$ cat config.mk
export PLATFORM = sky130hd
export DESIGN_NAME = adc_readout_port
export DESIGN_NICKNAME = d
export VERILOG_FILES = /design/src/rtl/adcsp_pkg.sv /design/src/rtl/adcsp_sync.sv /design/src/rtl/adcsp_shreg.sv /design/src/rtl/adcsp_ctrl.sv /design/src/rtl/adc_readout_port.sv
export SDC_FILE = /design/constraint.sdc
export NUM_CORES = 1
export LEC_CHECK = 0
export BUFFER_PORTS_ARGS = -buffer_cell sky130_fd_sc_hd__clkbuf_2
export CORE_MARGIN = 2
export CORE_UTILIZATION = 40
export DETAILED_ROUTE_END_ITERATION = 7
export SYNTH_ARGS = -nofsm -noshare
export SYNTH_HDL_FRONTEND = slang
export SYNTH_SLANG_ARGS = --single-unit
$ cat constraint.sdc
create_clock -name clk -period 4.4 [get_ports clk]
set_clock_uncertainty 0.05 [all_clocks]
set_input_delay 0.22 -clock clk [delete_from_list [all_inputs] [get_ports clk]]
set_output_delay 0.22 -clock clk [all_outputs]
set_load 0.01 [all_outputs]
$ cat src/rtl/adcsp_pkg.sv
package adcsp_pkg;

  typedef enum logic {
    MODE_SEL   = 1'b0,
    MODE_CHAIN = 1'b1
  } port_mode_t;

  // Number of falling clock edges in one frame.
  function automatic int unsigned frame_bits(int unsigned width, logic with_start);
    return width + (with_start ? 1 : 0);
  endfunction

  // Mode picked from the data-input level seen just before the convert edge.
  function automatic port_mode_t mode_from_level(logic din_level);
    return din_level ? MODE_SEL : MODE_CHAIN;
  endfunction

endpackage

$ cat src/rtl/adcsp_sync.sv
module adcsp_sync #(
  parameter int N     = 3,
  parameter int DEPTH = 2
) (
  input  logic         clk,
  input  logic         rst_n,
  input  logic [N-1:0] pin_i,
  output logic [N-1:0] lvl_o,
  output logic [N-1:0] lvl_d_o
);

  for (genvar b = 0; b < N; b++) begin : g_bit
    logic [DEPTH-1:0] stage;
    logic             prev;

    always_ff @(posedge clk or negedge rst_n) begin
      if (!rst_n) begin
        stage <= '0;
        prev  <= 1'b0;
      end else begin
        stage <= {stage[DEPTH-2:0], pin_i[b]};
        prev  <= stage[DEPTH-1];
      end
    end

    assign lvl_o[b]   = stage[DEPTH-1];
    assign lvl_d_o[b] = prev;
  end

endmodule

$ cat src/rtl/adcsp_shreg.sv
module adcsp_shreg #(
  parameter int W = 14
) (
  input  logic         clk,
  input  logic         rst_n,
  input  logic [W-1:0] word_i,
  input  logic         ld_now_i,
  input  logic         ld_pend_i,
  input  logic         pend_cap_i,
  input  logic         shift_i,
  input  logic         ser_i,
  output logic         msb_o
);

  logic [W-1:0] sreg;
  logic [W-1:0] held;

  always_ff @(posedge clk or negedge rst_n) begin
    if (!rst_n) begin
      sreg <= '0;
      held <= '0;
    end else begin
      if (pend_cap_i) held <= word_i;
      if (ld_now_i)       sreg <= word_i;
      else if (ld_pend_i) sreg <= held;
      else if (shift_i)   sreg <= {sreg[W-2:0], ser_i};
    end
  end

  assign msb_o = sreg[W-1];

endmodule

$ cat src/rtl/adcsp_ctrl.sv
module adcsp_ctrl
  import adcsp_pkg::*;
#(
  parameter int W = 14
) (
  input  logic       clk,
  input  logic       rst_n,
  input  logic       conv_s,
  input  logic       din_s,
  input  logic       din_d,
  input  logic       sclk_d,
  input  logic       conv_rise,
  input  logic       sclk_fall,
  input  logic       done_i,
  output port_mode_t mode_o,
  output logic       rdy_o,
  output logic       start_o,
  output logic       fin_o,
  output logic       busy_o,
  output logic       din_hi_o,
  output logic       chain_on_o,
  output logic       en_low_o,
  output logic       ld_now_o,
  output logic       ld_pend_o,
  output logic       pend_cap_o,
  output logic       shift_o
);

  localparam int CW = $clog2(W + 2);

  port_mode_t    mode;
  logic          busy_q, conv_q, rdy_q, start_q, din_hi, fin_q, pend_v, chain_on;
  logic [CW-1:0] cnt;
  logic [CW-1:0] flen;
  logic          en_low, frame_act, fall_ok, last_fall, release_sel, frame_end;
  logic          nxt_busy, din_hi_set;

  assign flen      = CW'(frame_bits(W, busy_q));
  assign en_low    = !(conv_s && din_s);
  assign frame_act = rdy_q && !fin_q && (cnt != '0) && (cnt != flen);

  always_comb begin
    if (mode == MODE_SEL) fall_ok = sclk_fall && rdy_q && !fin_q && en_low;
    else                  fall_ok = sclk_fall && rdy_q && (!busy_q || din_hi);
  end

  assign last_fall   = fall_ok && (cnt == flen - CW'(1));
  assign release_sel = (mode == MODE_SEL) && rdy_q && !fin_q && (cnt != '0) && !en_low;
  assign frame_end   = last_fall || release_sel;

  assign ld_now_o   = done_i && (!frame_act || frame_end);
  assign pend_cap_o = done_i && frame_act && !frame_end;
  assign ld_pend_o  = frame_end && pend_v && !done_i;
  assign shift_o    = fall_ok && !start_q;

  assign nxt_busy   = (mode == MODE_SEL && ld_now_o) ? en_low : busy_q;
  assign din_hi_set = (mode == MODE_CHAIN) && rdy_q && din_s;

  always_ff @(posedge clk or negedge rst_n) begin
    if (!rst_n) begin
      mode     <= MODE_SEL;
      busy_q   <= 1'b0;
      conv_q   <= 1'b0;
      rdy_q    <= 1'b0;
      start_q  <= 1'b0;
      din_hi   <= 1'b0;
      fin_q    <= 1'b0;
      pend_v   <= 1'b0;
      chain_on <= 1'b0;
      cnt      <= '0;
    end else begin
      if (din_hi_set) din_hi <= 1'b1;
      if (fall_ok) begin
        if (start_q) start_q <= 1'b0;
        if (cnt != flen) cnt <= cnt + CW'(1);
        if (mode == MODE_SEL && last_fall) fin_q <= 1'b1;
      end
      if (release_sel) fin_q <= 1'b1;
      if (pend_cap_o) pend_v <= 1'b1;
      if (ld_now_o || ld_pend_o) begin
        rdy_q   <= 1'b1;
        cnt     <= '0;
        fin_q   <= 1'b0;
        busy_q  <= nxt_busy;
        start_q <= nxt_busy;
      end
      if (ld_pend_o) pend_v <= 1'b0;
      if (ld_now_o)  conv_q <= 1'b0;
      if (conv_rise) begin
        mode     <= mode_from_level(din_d);
        busy_q   <= !din_d && sclk_d;
        chain_on <= !din_d;
        conv_q   <= 1'b1;
        rdy_q    <= 1'b0;
        start_q  <= 1'b0;
        din_hi   <= 1'b0;
        fin_q    <= 1'b0;
        cnt      <= '0;
      end
    end
  end

  assign mode_o     = mode;
  assign rdy_o      = rdy_q;
  assign start_o    = start_q;
  assign fin_o      = fin_q;
  assign busy_o     = busy_q;
  assign din_hi_o   = din_hi;
  assign chain_on_o = chain_on;
  assign en_low_o   = en_low;

  // an accepted falling edge advances the bit counter by exactly one
  assert_one_step_R6: assert property (@(posedge clk) disable iff (!rst_n)
    (fall_ok && !conv_rise && !ld_now_o && !ld_pend_o && cnt < flen) |=> cnt == $past(cnt) + CW'(1));

  // no counting while the conversion runs
  assert_idle_conv_R14: assert property (@(posedge clk) disable iff (!rst_n)
    (conv_q && !rdy_q) |-> !fall_ok);

  // a held word is never lost while it waits
  assert_pend_kept_R13: assert property (@(posedge clk) disable iff (!rst_n)
    (pend_v && !ld_pend_o) |=> pend_v);

endmodule

$ cat src/rtl/adc_readout_port.sv
module adc_readout_port
  import adcsp_pkg::*;
#(
  parameter int W     = 14,
  parameter int DEPTH = 2
) (
  input  logic         clk,
  input  logic         rst_n,
  input  logic         conv_i,
  input  logic         din_i,
  input  logic         sclk_i,
  input  logic         done_i,
  input  logic [W-1:0] result_i,
  output logic         dout,
  output logic         dout_en
);

  logic [2:0] lvl, lvl_d;
  logic       conv_s, din_s, sclk_s, conv_d, din_d, sclk_d;
  logic       conv_rise, sclk_fall;

  port_mode_t mode;
  logic       rdy, start, fin, busy, din_hi, chain_on, en_low;
  logic       ld_now, ld_pend, pend_cap, shift, msb;

  adcsp_sync #(.N(3), .DEPTH(DEPTH)) u_sync (
    .clk    (clk),
    .rst_n  (rst_n),
    .pin_i  ({sclk_i, din_i, conv_i}),
    .lvl_o  (lvl),
    .lvl_d_o(lvl_d)
  );

  assign {sclk_s, din_s, conv_s} = lvl;
  assign {sclk_d, din_d, conv_d} = lvl_d;
  assign conv_rise = conv_s && !conv_d;
  assign sclk_fall = !sclk_s && sclk_d;

  adcsp_ctrl #(.W(W)) u_ctrl (
    .clk       (clk),
    .rst_n     (rst_n),
    .conv_s    (conv_s),
    .din_s     (din_s),
    .din_d     (din_d),
    .sclk_d    (sclk_d),
    .conv_rise (conv_rise),
    .sclk_fall (sclk_fall),
    .done_i    (done_i),
    .mode_o    (mode),
    .rdy_o     (rdy),
    .start_o   (start),
    .fin_o     (fin),
    .busy_o    (busy),
    .din_hi_o  (din_hi),
    .chain_on_o(chain_on),
    .en_low_o  (en_low),
    .ld_now_o  (ld_now),
    .ld_pend_o (ld_pend),
    .pend_cap_o(pend_cap),
    .shift_o   (shift)
  );

  adcsp_shreg #(.W(W)) u_shreg (
    .clk       (clk),
    .rst_n     (rst_n),
    .word_i    (result_i),
    .ld_now_i  (ld_now),
    .ld_pend_i (ld_pend),
    .pend_cap_i(pend_cap),
    .shift_i   (shift),
    .ser_i     (din_s),
    .msb_o     (msb)
  );

  always_comb begin
    if (mode == MODE_SEL) begin
      dout_en = rdy && !fin && en_low;
      dout    = start ? 1'b0 : msb;
    end else begin
      dout_en = chain_on;
      if (!rdy)                dout = 1'b0;
      else if (!busy)          dout = msb;
      else if (!din_hi)        dout = 1'b0;
      else                     dout = start ? 1'b1 : msb;
    end
  end

  // released output straight after reset
  assert_reset_idle_R1: assert property (@(posedge clk)
    $rose(rst_n) |-> !dout_en);

  // select mode keeps the line released until a result exists
  assert_sel_quiet_R2: assert property (@(posedge clk) disable iff (!rst_n)
    (mode == MODE_SEL && !rdy) |-> !dout_en);

  // chain mode drives low before the result is ready
  assert_chain_low_R10: assert property (@(posedge clk) disable iff (!rst_n)
    (mode == MODE_CHAIN && chain_on && !rdy) |-> (dout_en && !dout));

  // a start bit in select mode is driven low
  assert_sel_start_R5: assert property (@(posedge clk) disable iff (!rst_n)
    (mode == MODE_SEL && start && dout_en) |-> !dout);

  // chain start bit never high before the upstream input has gone high
  assert_chain_busy_R12: assert property (@(posedge clk) disable iff (!rst_n)
    (mode == MODE_CHAIN && busy && !din_hi) |-> !dout);

endmodule

Word-level counts from Yosys, hierarchy flattened
Cells that the tools add are included.

Flip-flop bits (word level): 49. Bits of input ports: 20. Logic and storage cells: 109.

Add/sub/neg operators: 3. Eq/ne operators: 2. Muxes and demuxes: 34. Bitwise gates (word level): 1. Reductions and logical operators: 52.

Operator list (number): 2-to-1 mux 14 bit (3); logical AND 1 bit (27); 2-to-1 mux 1 bit (27); 2-to-1 mux 4 bit (4); nonzero test 4 bit (3); logical NOT 1 bit (10); nonzero test 3 bit (3); nonzero test 2 bit (3); adder 4 x 1 -> 4 bit, second input constant (1); adder 4 bit, first input constant (1); equality test 4 bit (1); logical OR 1 bit (4); != test 4 bit (1); AND reduction 2 bit (2); subtractor 4 x 1 -> 4 bit, second input constant (1); NOT 1 bit (1).

Longest topological paths before layout
Depth after elaboration: 14. Depth in mapped cells: 10. Mapped depth without buffers: 8.

By module
A second synthesis with hierarchy kept.

Cell total of the unflattened synthesis: 207. Area total of the unflattened synthesis: 2433.6 um^2.

Modules (own cells, without submodules): adcsp_shreg (times used 1, cells each 107, area each 1435.1 um^2); adcsp_ctrl (times used 1, cells each 75, area each 669.4 um^2); adcsp_sync (times used 1, cells each 15, area each 270.3 um^2); adc_readout_port (times used 1, cells each 10, area each 58.8 um^2).

Worst setup path after synthesis
Ideal clock, no wire load.

Path type: register to register. From: register u_ctrl.cnt[0]. To: register u_shreg.sreg[10]. Library setup time: 0.125 ns. Arrival: 2.239 ns. Required time: 4.225 ns. Slack: 1.986 ns. Stages on the path, launching flop included: 10. Path through: dfrtp_1 -> inv_1 -> ha_1 -> or3b_1 -> and4b_1 -> buf_2 -> a21o_1 -> buf_6 -> mux2_4 -> mux2_2.

Longest elaborated chain between the ends: 8.

RTL lines: start, declared (line adcsp_ctrl.sv:33) `logic [CW-1:0] cnt;`; start signal, assigned (line adcsp_ctrl.sv:75) `if (cnt != flen) cnt <= cnt + CW'(1);`; nonzero test 4 bit (line adcsp_ctrl.sv:40, adcsp_ctrl.sv:48); logical AND 1 bit (2 in series) (line adcsp_ctrl.sv:48) `assign release_sel = (mode == MODE_SEL) && rdy_q && !fin_q && (cnt != '0) && !en_low;`; logical OR 1 bit (line adcsp_ctrl.sv:49) `assign frame_end = last_fall || release_sel;`; logical AND 1 bit (2 in series) (line adcsp_ctrl.sv:53) `assign ld_pend_o = frame_end && pend_v && !done_i;`; 2-to-1 mux 14 bit (line adcsp_shreg.sv:25) `else if (ld_pend_i) sreg <= held;`; 2-to-1 mux 14 bit (line adcsp_shreg.sv:24) `if (ld_now_i) sreg <= word_i;`; end signal, assigned (line adcsp_shreg.sv:24); end signal, assigned (line adcsp_shreg.sv:25); end signal, assigned (line adcsp_shreg.sv:26) `else if (shift_i) sreg <= {sreg[W-2:0], ser_i};`; end, declared (line adcsp_shreg.sv:15) `logic [W-1:0] sreg;`.

Several ways; a longest one is shown, not always the timed one. A chain may end at the register's enable or synchronous reset.

Final worst setup path
From: register u_ctrl.mode (netlist: u_ctrl.mode_o). To: register u_shreg.sreg[8].

Longest elaborated chain between the ends: 10.

RTL lines: start, declared (line adcsp_ctrl.sv:31) `port_mode_t mode;`; start signal, assigned (line adcsp_ctrl.sv:90) `mode <= mode_from_level(din_d);`; NOT 1 bit; logical AND 1 bit (4 in series) (line adcsp_ctrl.sv:48); logical OR 1 bit (line adcsp_ctrl.sv:49); logical AND 1 bit (2 in series) (line adcsp_ctrl.sv:53); 2-to-1 mux 14 bit (line adcsp_shreg.sv:25); 2-to-1 mux 14 bit (line adcsp_shreg.sv:24).

Several ways; a longest one is shown, not always the timed one.

==> impl_metrics.toml <==
[status]
status = "completed"

[grt]
grt.overflow.total = 0
grt_pass1_vias = 1953
antenna_found_initial = 0
grt_pass1_wl_um = 9625
grt_usage = 0.1676
grt_start_max_net_pins = 49

[sta]
hold_violations = 0
max_freq_ghz = 0.3468
slew_headroom = 0.4795
tightest_slew_ps = 778.6
rsz0062_at_grt = "no"
slew_violations = 0
fin_setup_tns_ps = 0
post-route-period-util = 0.6553
fin_crit_ps = 2883
finalSetupViolCount = 0

[setup_path]
end_kind = "flop"
path_max_fanout = 16
worstSetupPathType = "flop to flop"
cp.required_ps = 4550
critPathMaxStageDelay_ps = 600
crit_chain = "nand2_1 -> nor3_4 -> o2111ai_4 -> a21o_1 -> mux2_4 -> mux2_2"
arrival_ps = 3030
slowest_stage = "nor3_4"
worstSetupStartpointType = "flop"

[synth]
yosys_warnings = 0
ys.flop_type = "dfrtp_1"
synth.area.top_cells = "dfrtp_1, mux2_2, mux2_4, nand2_1, o211ai_1"
postSynthAreaPerCell_sq_um = 11.12
synthCells = 232
synth_seq_cells = 48
synth-seq-area-share = 0.4656
synth_common_cells = "dfrtp_1, mux2_2, nand2_1"
synth_top_cell_by_area = "dfrtp_1"
yosys.cell_count.top_type = "dfrtp_1"
async_reset_ff_frac = 1.000
synth.net_count = 254
synth_area_sq_mm = 0.002580
synth_enable_flop_cells = 0
ys_types = 41
synth_top_area_frac = 0.4656

[placement]
dp_hpwl_um = 3712
port_buffers = 21
gp_congestion = 0.8040

[final_layout]
syn_to_final_growth_pct = 12.61
num-fill-cells = 606
drive_gt1_frac = 0.2902
fin_util = 0.4628
nets = 276
antenna_cells = 0

[die]
dieArea_sq_mm = 0.007108
die_w_um = 84.31
pin_count = 22
start_util = 0.4110
row_count = 29
die_h_um = 84.31
core-area_sq_mm = 0.006277

[clock_tree]
cts_tree = "built"
cts_setup_buffers = 0
ctsResizeCount = 0
cts.clk_slew.worst_paths_ps = 90
clock_path_buffers = 2
cts_sinks = 48
htreeDepth = 2
clk_latency_ps = 300
cts_root_buffer = "clkbuf_8"
cts_made_buffers = 5

[worst_hold_path]
hp-class = "input port to flop"

[run]
maxCapViolations = 0

[route]
vias_per_cell = 5.732
num_vias = 1903
firstDrtPassIters = 4
postRouteAntennaNets = 0
drc = 0
drt_iter0_drc = 135
wirelength_um = 5550
wire_per_inst_um = 16.72

[power]
cellLeakagePower_nw = 1.279
ir_worst_vdd_mv = 0.1849
power_density_mw_per_mm2 = 495.0
## worst max-delay path: cells and delay by family, from the launching register on
kind | cells | cell delay, ps
compound gates | 2 | 730
flops | 1 | 560
mux | 2 | 650
simple gates | 2 | 780
## layer usage
metal | share of wire | vias up | GRT usage
met2 | 0.46 | 47 | 0.2677
met3 | 0.050 | 9 | 0.03441
li1 | - | 898 | -
met5 | 0 | - | 0
met1 | 0.47 | 949 | 0.2256
met4 | 0.019 | 0 | 0.06305
## cell type report
cell class,instances,area [sq um],share of cell area
Sequential cell,48,1201,0.4134
Clock buffer,7,96.34,0.03316
Timing Repair Buffer,28,167.7,0.05771
Clock inverter,1,30.03,0.01034
Inverter,4,15.01,0.005168
Tap cell,77,96.34,0.03316
Multi-Input combinational cell,167,1299,0.4470
## placed cells by master (no fill, tap or decap), types with 2 or more instances in the layout
master,instances
o21a_1,2
dfrtp_1,48
and3_1,2
clkbuf_2,21
nand2_1,28
mux2_2,32
buf_4,3
o2111ai_1,11
nor2_1,12
a31oi_1,5
a21o_1,2
nand3_1,6
clkbuf_8,7
nor2b_1,4
nand2b_1,5
a211oi_1,4
xnor2_1,3
ha_1,2
nand4_1,2
dlygate4sd3_1,4
nand3b_1,2
inv_1,4
o21ai_0,7
mux2_4,7
mux2i_1,2
nor3_1,2
o211ai_1,13
## sequential cells by signal (all words and copies together), names as in the netlist
register,flops
u_ctrl.busy_o,1
u_ctrl.rdy_o,1
u_ctrl.din_hi_o,1
u_shreg.sreg,14
u_shreg.held,14
u_ctrl.start_o,1
u_sync.g_bit.stage,6
u_ctrl.pend_v,1
u_ctrl.mode_o,1
u_ctrl.fin_o,1
u_ctrl.cnt,4
u_sync.g_bit.prev,3
## timing repair
item / 4_1_cts / 5_1_grt
hold buffers: 4 / 0
hold endpoints to repair: 51 / 0
endpoints found under the setup margin: 0 / 0
## per-stage QoR
stage | hold WS, ps | instance area (sq um) | setup slack (ps) | instances | power (mW)
6_report | 115.6 | 2905 | 1517 | 332 | 1.438
5_1_grt | 118.3 | 2905 | 1304 | 332 | 1.532
4_1_cts | 109.2 | 2905 | 1524 | 332 | 1.455
3_5_place_dp | 280.5 | 2739 | 1550 | 320 | 1.095
3_3_place_gp | 281.1 | 2739 | 1624 | 320 | 1.084
2_1_floorplan | -125.6 | 2580 | 1986 | 232 | 0.9866
## cells by family (layout without fill, tap and decap cells)
family | after synthesis | after routing | synth area share
multiplexers | 41 | 41 | 0.1882
adder cells (fa/ha/maj) | 2 | 2 | 0.009698
flip-flops | 48 | 48 | 0.4656
XOR/XNOR | 4 | 4 | 0.01358
AND/OR/NAND/NOR | 70 | 70 | 0.1435
buffers and inverters | 17 | 40 | 0.03104
AO/OA/AOI/OAI | 50 | 50 | 0.1484
## power breakdown
| part | switching [mW] | internal (mW) | leakage [nW] | total (mW) |
|---|---|---|---|---|
| Sequential | 0.110 | 0.590 | 0.591 | 0.700 |
| Combinational | 0.158 | 0.229 | 0.624 | 0.386 |
| Clock | 0.151 | 0.201 | 0.0645 | 0.352 |
| Total | 0.418 | 1.02 | 1.28 | 1.44 |
## worst paths after layout
kind,from,end,slack [ps],cells past startpoint
max,u_ctrl.mode_o$_DFFE_PN0P_,u_shreg.sreg[8]$_DFFE_PN0P_,1520,6
max reg2reg,u_ctrl.mode_o$_DFFE_PN0P_,u_shreg.sreg[8]$_DFFE_PN0P_,1520,6
max in group asynchronous,rst_n,u_shreg.sreg[9]$_DFFE_PN0P_,3400,3
min in group asynchronous,rst_n,u_ctrl.start_o$_DFFE_PN0P_,500,3
min,result_i[2],u_shreg.held[2]$_DFFE_PN0P_,120,2
min reg2reg,u_sync.g_bit[1].stage[0]$_DFF_PN0_,u_sync.g_bit[1].stage[1]$_DFF_PN0_,300,0
Note: power is estimated with default switching activity, not from simulation.
